$ cat src/rtl/dpot_pkg.sv
package dpot_pkg;
   localparam int DATA_W = 8;
   localparam int ADDR_W = 2;

   typedef enum logic [ADDR_W-1:0] {
      ADR_WIPER = 2'd0,
      ADR_RSVD  = 2'd1,
      ADR_CTRL  = 2'd2,
      ADR_SPARE = 2'd3
   } addr_e;

   localparam int CTL_RUN  = 7;
   localparam int CTL_NVM  = 6;
   localparam int CTL_BUSY = 5;

   typedef enum logic {
      RC_WAIT = 1'b0,
      RC_DONE = 1'b1
   } recall_e;
endpackage

$ cat src/rtl/dpot_nvstore.sv
module dpot_nvstore #(
   parameter int W           = 7,
   parameter int BUSY_CYCLES = 16,
   parameter logic [W-1:0] INIT = '0
) (
   input  logic         clk,
   input  logic         rst_n,
   input  logic         wr_req,
   input  logic [W-1:0] wr_data,
   output logic [W-1:0] ivr_q,
   output logic         busy
);
   localparam int CW = $clog2(BUSY_CYCLES + 1);

   logic [CW-1:0] cnt_q;

   assign busy = (cnt_q != '0);

   always_ff @(posedge clk) begin
      if (!rst_n) begin
         ivr_q <= INIT;
         cnt_q <= '0;
      end else if (wr_req && !busy) begin
         ivr_q <= wr_data;
         cnt_q <= CW'(BUSY_CYCLES);
      end else if (busy) begin
         cnt_q <= cnt_q - 1'b1;
      end
   end
endmodule

$ cat src/rtl/dpot_wiper.sv
module dpot_wiper
   import dpot_pkg::*;
#(
   parameter int W = 7
) (
   input  logic         clk,
   input  logic         rst_n,
   input  logic         nv_ready,
   input  logic         wr_req,
   input  logic [W-1:0] wr_data,
   input  logic [W-1:0] ivr,
   output logic [W-1:0] wiper_q,
   output logic         recall_done,
   output logic         held_valid
);
   localparam logic [W-1:0] MID = W'(1) << (W - 1);

   recall_e        state_q;
   logic [W-1:0]   held_q;

   assign recall_done = (state_q == RC_DONE);

   always_ff @(posedge clk) begin
      if (!rst_n) begin
         wiper_q    <= MID;
         state_q    <= RC_WAIT;
         held_valid <= 1'b0;
         held_q     <= '0;
      end else begin
         case (state_q)
            RC_WAIT: begin
               if (nv_ready) begin
                  if (wr_req)          wiper_q <= wr_data;
                  else if (held_valid) wiper_q <= held_q;
                  else                 wiper_q <= ivr;
                  state_q    <= RC_DONE;
                  held_valid <= 1'b0;
               end else if (wr_req) begin
                  held_valid <= 1'b1;
                  held_q     <= wr_data;
               end
            end
            default: begin
               if (wr_req) wiper_q <= wr_data;
            end
         endcase
      end
   end
endmodule

$ cat src/rtl/dpot_shdn.sv
module dpot_shdn #(
   parameter int W = 7
) (
   input  logic         pin_n,
   input  logic         run_bit,
   input  logic [W-1:0] wiper,
   output logic [W-1:0] tap_sel,
   output logic         shutdown
);
   always_comb begin
      shutdown = ~(pin_n & run_bit);
      tap_sel  = shutdown ? '0 : wiper;
   end
endmodule

$ cat src/rtl/dpot_regctl.sv
module dpot_regctl
   import dpot_pkg::*;
#(
   parameter int           WIPER_W        = 7,
   parameter int           NV_BUSY_CYCLES = 16,
   parameter logic [6:0]   IVR_INIT       = 7'h15,
   parameter bit           RDATA_REG      = 1'b1
) (
   input  logic                 clk,
   input  logic                 rst_n,
   input  logic                 nv_ready,
   input  logic                 shdn_n_pin,
   input  logic [ADDR_W-1:0]    reg_addr,
   input  logic [DATA_W-1:0]    reg_wdata,
   input  logic                 reg_we,
   input  logic                 reg_re,
   output logic [DATA_W-1:0]    reg_rdata,
   output logic [WIPER_W-1:0]   tap_sel,
   output logic                 shutdown_o
);
   localparam int PAD_W = DATA_W - WIPER_W;

   if (WIPER_W < 2 || WIPER_W > DATA_W - 1) begin : g_bad_width
      $error("dpot_regctl: WIPER_W must be between 2 and DATA_W-1");
   end
   if (NV_BUSY_CYCLES < 1) begin : g_bad_busy
      $error("dpot_regctl: NV_BUSY_CYCLES must be at least 1");
   end

   logic                 acr_run, acr_nvm;
   logic                 wr_wiper, wr_ivr, wr_ctrl;
   logic [WIPER_W-1:0]   wiper_q, ivr_q;
   logic                 nv_busy, recall_done, held_valid;
   logic [DATA_W-1:0]    rd_sel;

   assign wr_wiper = reg_we && (reg_addr == ADR_WIPER);
   assign wr_ivr   = wr_wiper && acr_nvm;
   assign wr_ctrl  = reg_we && (reg_addr == ADR_CTRL);

   always_ff @(posedge clk) begin
      if (!rst_n) begin
         acr_run <= 1'b1;
         acr_nvm <= 1'b0;
      end else if (wr_ctrl) begin
         acr_run <= reg_wdata[CTL_RUN];
         acr_nvm <= reg_wdata[CTL_NVM];
      end
   end

   dpot_nvstore #(
      .W           (WIPER_W),
      .BUSY_CYCLES (NV_BUSY_CYCLES),
      .INIT        (IVR_INIT[WIPER_W-1:0])
   ) u_nv (
      .clk     (clk),
      .rst_n   (rst_n),
      .wr_req  (wr_ivr),
      .wr_data (reg_wdata[WIPER_W-1:0]),
      .ivr_q   (ivr_q),
      .busy    (nv_busy)
   );

   dpot_wiper #(.W(WIPER_W)) u_wiper (
      .clk         (clk),
      .rst_n       (rst_n),
      .nv_ready    (nv_ready),
      .wr_req      (wr_wiper),
      .wr_data     (reg_wdata[WIPER_W-1:0]),
      .ivr         (ivr_q),
      .wiper_q     (wiper_q),
      .recall_done (recall_done),
      .held_valid  (held_valid)
   );

   dpot_shdn #(.W(WIPER_W)) u_shdn (
      .pin_n    (shdn_n_pin),
      .run_bit  (acr_run),
      .wiper    (wiper_q),
      .tap_sel  (tap_sel),
      .shutdown (shutdown_o)
   );

   always_comb begin
      rd_sel = '0;
      case (reg_addr)
         ADR_WIPER: rd_sel = acr_nvm ? {{PAD_W{1'b0}}, ivr_q}
                                     : {{PAD_W{1'b0}}, wiper_q};
         ADR_CTRL: begin
            rd_sel[CTL_RUN]  = acr_run;
            rd_sel[CTL_NVM]  = acr_nvm;
            rd_sel[CTL_BUSY] = nv_busy;
         end
         default: rd_sel = '0;
      endcase
   end

   if (RDATA_REG) begin : g_rd_reg
      always_ff @(posedge clk) begin
         if (!rst_n)      reg_rdata <= '0;
         else if (reg_re) reg_rdata <= rd_sel;
      end
   end else begin : g_rd_comb
      assign reg_rdata = reg_re ? rd_sel : '0;
   end
endmodule

$ cat config.mk
export PLATFORM = sky130hd
export DESIGN_NAME = dpot_regctl
export DESIGN_NICKNAME = d
export VERILOG_FILES = /design/src/rtl/dpot_pkg.sv /design/src/rtl/dpot_nvstore.sv /design/src/rtl/dpot_wiper.sv /design/src/rtl/dpot_shdn.sv /design/src/rtl/dpot_regctl.sv
export SDC_FILE = /design/constraint.sdc
export NUM_CORES = 1
export LEC_CHECK = 0
export BUFFER_PORTS_ARGS = -buffer_cell sky130_fd_sc_hd__buf_2
export CAP_MARGIN = 20
export CORE_UTILIZATION = 52
export CTS_BUF_LIST = sky130_fd_sc_hd__clkbuf_8
export DETAILED_ROUTE_END_ITERATION = 7
export PLACE_DENSITY = 0.78
export SYNTH_ARGS = -nofsm -noshare
export SYNTH_HDL_FRONTEND = slang
export SYNTH_SLANG_ARGS = --single-unit
export TNS_END_PERCENT = 10
$ cat constraint.sdc
create_clock -name clk -period 1.5 [get_ports clk]
set_clock_uncertainty 0.05 [all_clocks]
set_input_delay 0.075 -clock clk [delete_from_list [all_inputs] [get_ports clk]]
set_output_delay 0.075 -clock clk [all_outputs]
set_load 0.1 [all_outputs]
==> flow_metrics.env <==
export IMPL_status="complete, no violations"
export IMPL_ys_ff_latch=38
export IMPL_cpMaxStageDelayCell="dfxtp_1"
export IMPL_viasPerCell=5.55
export IMPL_start_util_pct=54.1
export IMPL_syn_area_um2=1810
export IMPL_setup_viol=0
export IMPL_post_route_period_util_pct=97.5
export IMPL_first_pass_iters=4
export IMPL_clkLatencyLatePin_ps=290
export IMPL_die_h_um=60.9
export IMPL_synth_ff_type="dfxtp_1"
export IMPL_synthesis_nets=210
export IMPL_hold_class="in -> reg"
export IMPL_dpl_cell_area_um2=2190
export IMPL_fp_dieW_um=60.9
export IMPL_cp_cell_sequence="inv_1 > ha_1 > nor4b_4 > and3_1 > buf_12 > o31a_1"
export IMPL_end_kind="register"
export IMPL_crit_type="reg -> reg"
export IMPL_fp_row_count=21
export IMPL_ios=32
export IMPL_stdcell_count=286
export IMPL_dp_hpwl_mm=3.06
export IMPL_syn_area_per_cell_um2=9.36
export IMPL_synthArstFlopShare_pct=0
export IMPL_synth_warnings=0
export IMPL_clk_pin_slew_ps=80
export IMPL_grt_util_all_layers_pct=24.7
export IMPL_detail_route_antenna_nets=0
export IMPL_critPathMaxStageDelay_ps=330
export IMPL_cts_setup_buffers=0
export IMPL_grt_pass1_wl_mm=6.66
export IMPL_drive_above_1_share_pct=26.3
export IMPL_fmax_ghz=0.684
export IMPL_drc=0
export IMPL_htree_num_levels=2
export IMPL_grt_antenna_before_repair=0
export IMPL_wl_mm=4.12
export IMPL_relSlewSlack_pct=67.5
export IMPL_post_route_min_period_ps=1460
export IMPL_coreArea_um2=3340
export IMPL_syn_inst=193
export IMPL_required_ps=1640
export IMPL_ys_seq_area_share_pct=42.1
export IMPL_clock_sinks=38
export IMPL_final_cell_area_um2=2360
export IMPL_hold_violations=0
export IMPL_diodes=0
export IMPL_leakagePower_nw=0.966
export IMPL_grt_max_degree=20
export IMPL_grt_ovfl_total=0
export IMPL_power_density_nw_per_um2=1220
export IMPL_nets=256
export IMPL_cts_tree="yes"
export IMPL_slew_violations=0
export IMPL_dp_cells=272
export IMPL_clockBufferDepth=2
export IMPL_worst_pin_slew_ps=491
export IMPL_synth_cell_type_count=42
export IMPL_cp_start_kind="register"
export IMPL_area_growth_pct=30.6
export IMPL_rsz0062_at_grt="no"
export IMPL_io_buffers=31
export IMPL_cp_arrival_ps=1600
export IMPL_synth_edf_count=0
export IMPL_numCtsBuffers=5
export IMPL_num_vias=1586
export IMPL_ir_drop_mv=0.681
export IMPL_grt_pass1_vias=1438
export IMPL_drv_cap=0
export IMPL_dieArea_um2=3710
export IMPL_drt_iter0_markers=75
export IMPL_p_total_mw=2.88
export IMPL_ctsRootBufferMaster="clkbuf_8"
export IMPL_wl_per_cell_um=14.4
export IMPL_fillers=273
export IMPL_cp_max_fo=8
export IMPL_place_congestion=0.849
[cells in the mapped netlist (all sizes together), types with 2 or more instances]
master / n / area share [%]
and3: 8 / 2.8
nand4: 3 / 1.0
nand2: 10 / 2.1
nor2b: 4 / 1.4
o31a: 3 / 1.5
nand3: 9 / 2.5
a2bb2oi: 5 / 2.4
xnor2: 2 / 0.97
buf: 8 / 3.3
a221o: 5 / 2.8
inv: 5 / 1.0
clkbuf: 5 / 1.0
a21oi: 8 / 2.2
nand2b: 3 / 1.0
dfxtp: 38 / 42
nor3: 11 / 3.7
a21boi: 2 / 0.83
nor2: 15 / 3.1
a22o: 2 / 0.97
mux2i: 19 / 11
nand3b: 2 / 0.83
o21ai: 8 / 2.2
or3b: 2 / 0.97
nand4b: 2 / 0.97
a31o: 2 / 0.97
[cells by family (layout without fill, tap and decap cells)]
| group | count (synthesis) | after routing | share of synthesized area, % |
|---|---|---|---|
| AO/OA/AOI/OAI | 41 | 41 | 16.6 |
| XOR/XNOR | 2 | 2 | 0.970 |
| adder cells (fa/ha/maj) | 1 | 1 | 0.692 |
| buffers and inverters | 18 | 65 | 5.40 |
| flip-flops | 38 | 38 | 42.1 |
| multiplexers | 19 | 19 | 10.5 |
| AND/OR/NAND/NOR | 74 | 74 | 23.7 |
[worst max-delay path, delay by kind of cell (launching register included)]
family                     cells  cell delay, ps
AOI/OAI and AO/OA              1             230
adders and majority gates      1             200
buffers and inverters          2             180
DFF                            1             330
and+or+nand+nor                2             340
[where the power goes]
part / switching, mW / internal [mW] / leakage [nW]
registers: 0.0729 / 1.09 / 0.309
logic: 0.433 / 0.403 / 0.606
clock network: 0.385 / 0.495 / 0.0504
[metal layers]
layer  vias to the layer above  part of all wire [%]  track usage (%)
met3                         5                   5.7             7.25
met2                        46                    44             38.3
li1                        799                     -                -
met5                         -                     0                0
met4                         0                  0.85             7.47
met1                       736                    50             33.2
[through the flow]
| step | util [%] | setup slack (ps) | TNS [ps] | hold WS [ps] |
|---|---|---|---|---|
| floorplan | - | -0.120 | -0.480 | 150 |
| global placement | 65.5 | 74.1 | 0 | 258 |
| detailed placement | 65.5 | 14.9 | 0 | 255 |
| CTS | 70.7 | 36.1 | 0 | 14.7 |
| global route | 70.7 | 0.268 | 0 | 33.5 |
| finish | 70.7 | 37.3 | 0 | 22.2 |
[registers in the layout, indices dropped and copies added, names as in the netlist]
name	count
acr_nvm	1
acr_run	1
reg_rdata	8
u_nv.cnt_q	5
u_nv.ivr_q	7
u_wiper.held_q	7
u_wiper.held_valid	1
u_wiper.recall_done	1
u_wiper.wiper_q	7
[path summary, 6_finish.rpt]
path / startpoint / endpoint / slack [ps] / cells after the start
max reg2reg: u_nv.cnt_q[0] / u_nv.ivr_q[2] / 40 / 6
min: reg_wdata[1] / u_wiper.held_q[1] / 20 / 3
min reg2reg: reg_rdata[6] / reg_rdata[6] / 430 / 1
max: u_nv.cnt_q[0] / u_nv.ivr_q[2] / 40 / 6
[cell type report]
class | count | area [um2] | area share, %
multi-input combinational | 137 | 963 | 40.8
sequential | 38 | 761 | 32.2
timing repair buffer | 52 | 445 | 18.9
clock buffer | 5 | 68.8 | 2.92
tap | 46 | 57.6 | 2.44
clock inverter | 3 | 45.0 | 1.91
inverter | 5 | 18.8 | 0.795
[cell usage in the layout, fill, tap and decap left out, types with 2 or more instances in the layout]
cell,instances
a21oi_1,8
a221o_1,5
a22o_1,2
a2bb2oi_1,5
a31o_2,2
and3_1,8
buf_12,8
buf_2,24
buf_4,14
clkbuf_8,5
clkinvlp_4,2
dfxtp_1,38
dlygate4sd3_1,6
inv_1,5
mux2i_1,19
nand2_1,9
nand2b_1,3
nand3_1,9
nand3b_1,2
nand4_1,3
nand4b_1,2
nor2_1,14
nor2b_1,4
nor3_1,10
o21ai_0,8
o31a_1,3
xnor2_1,2
[repair_timing]
item                                    4_1_cts  5_1_grt
hold buffers                                  6        0
endpoints found under the setup margin        2        0
resized for setup                             1        0
hold endpoints to repair                      7        0
Power figures use the tool's default switching activity.
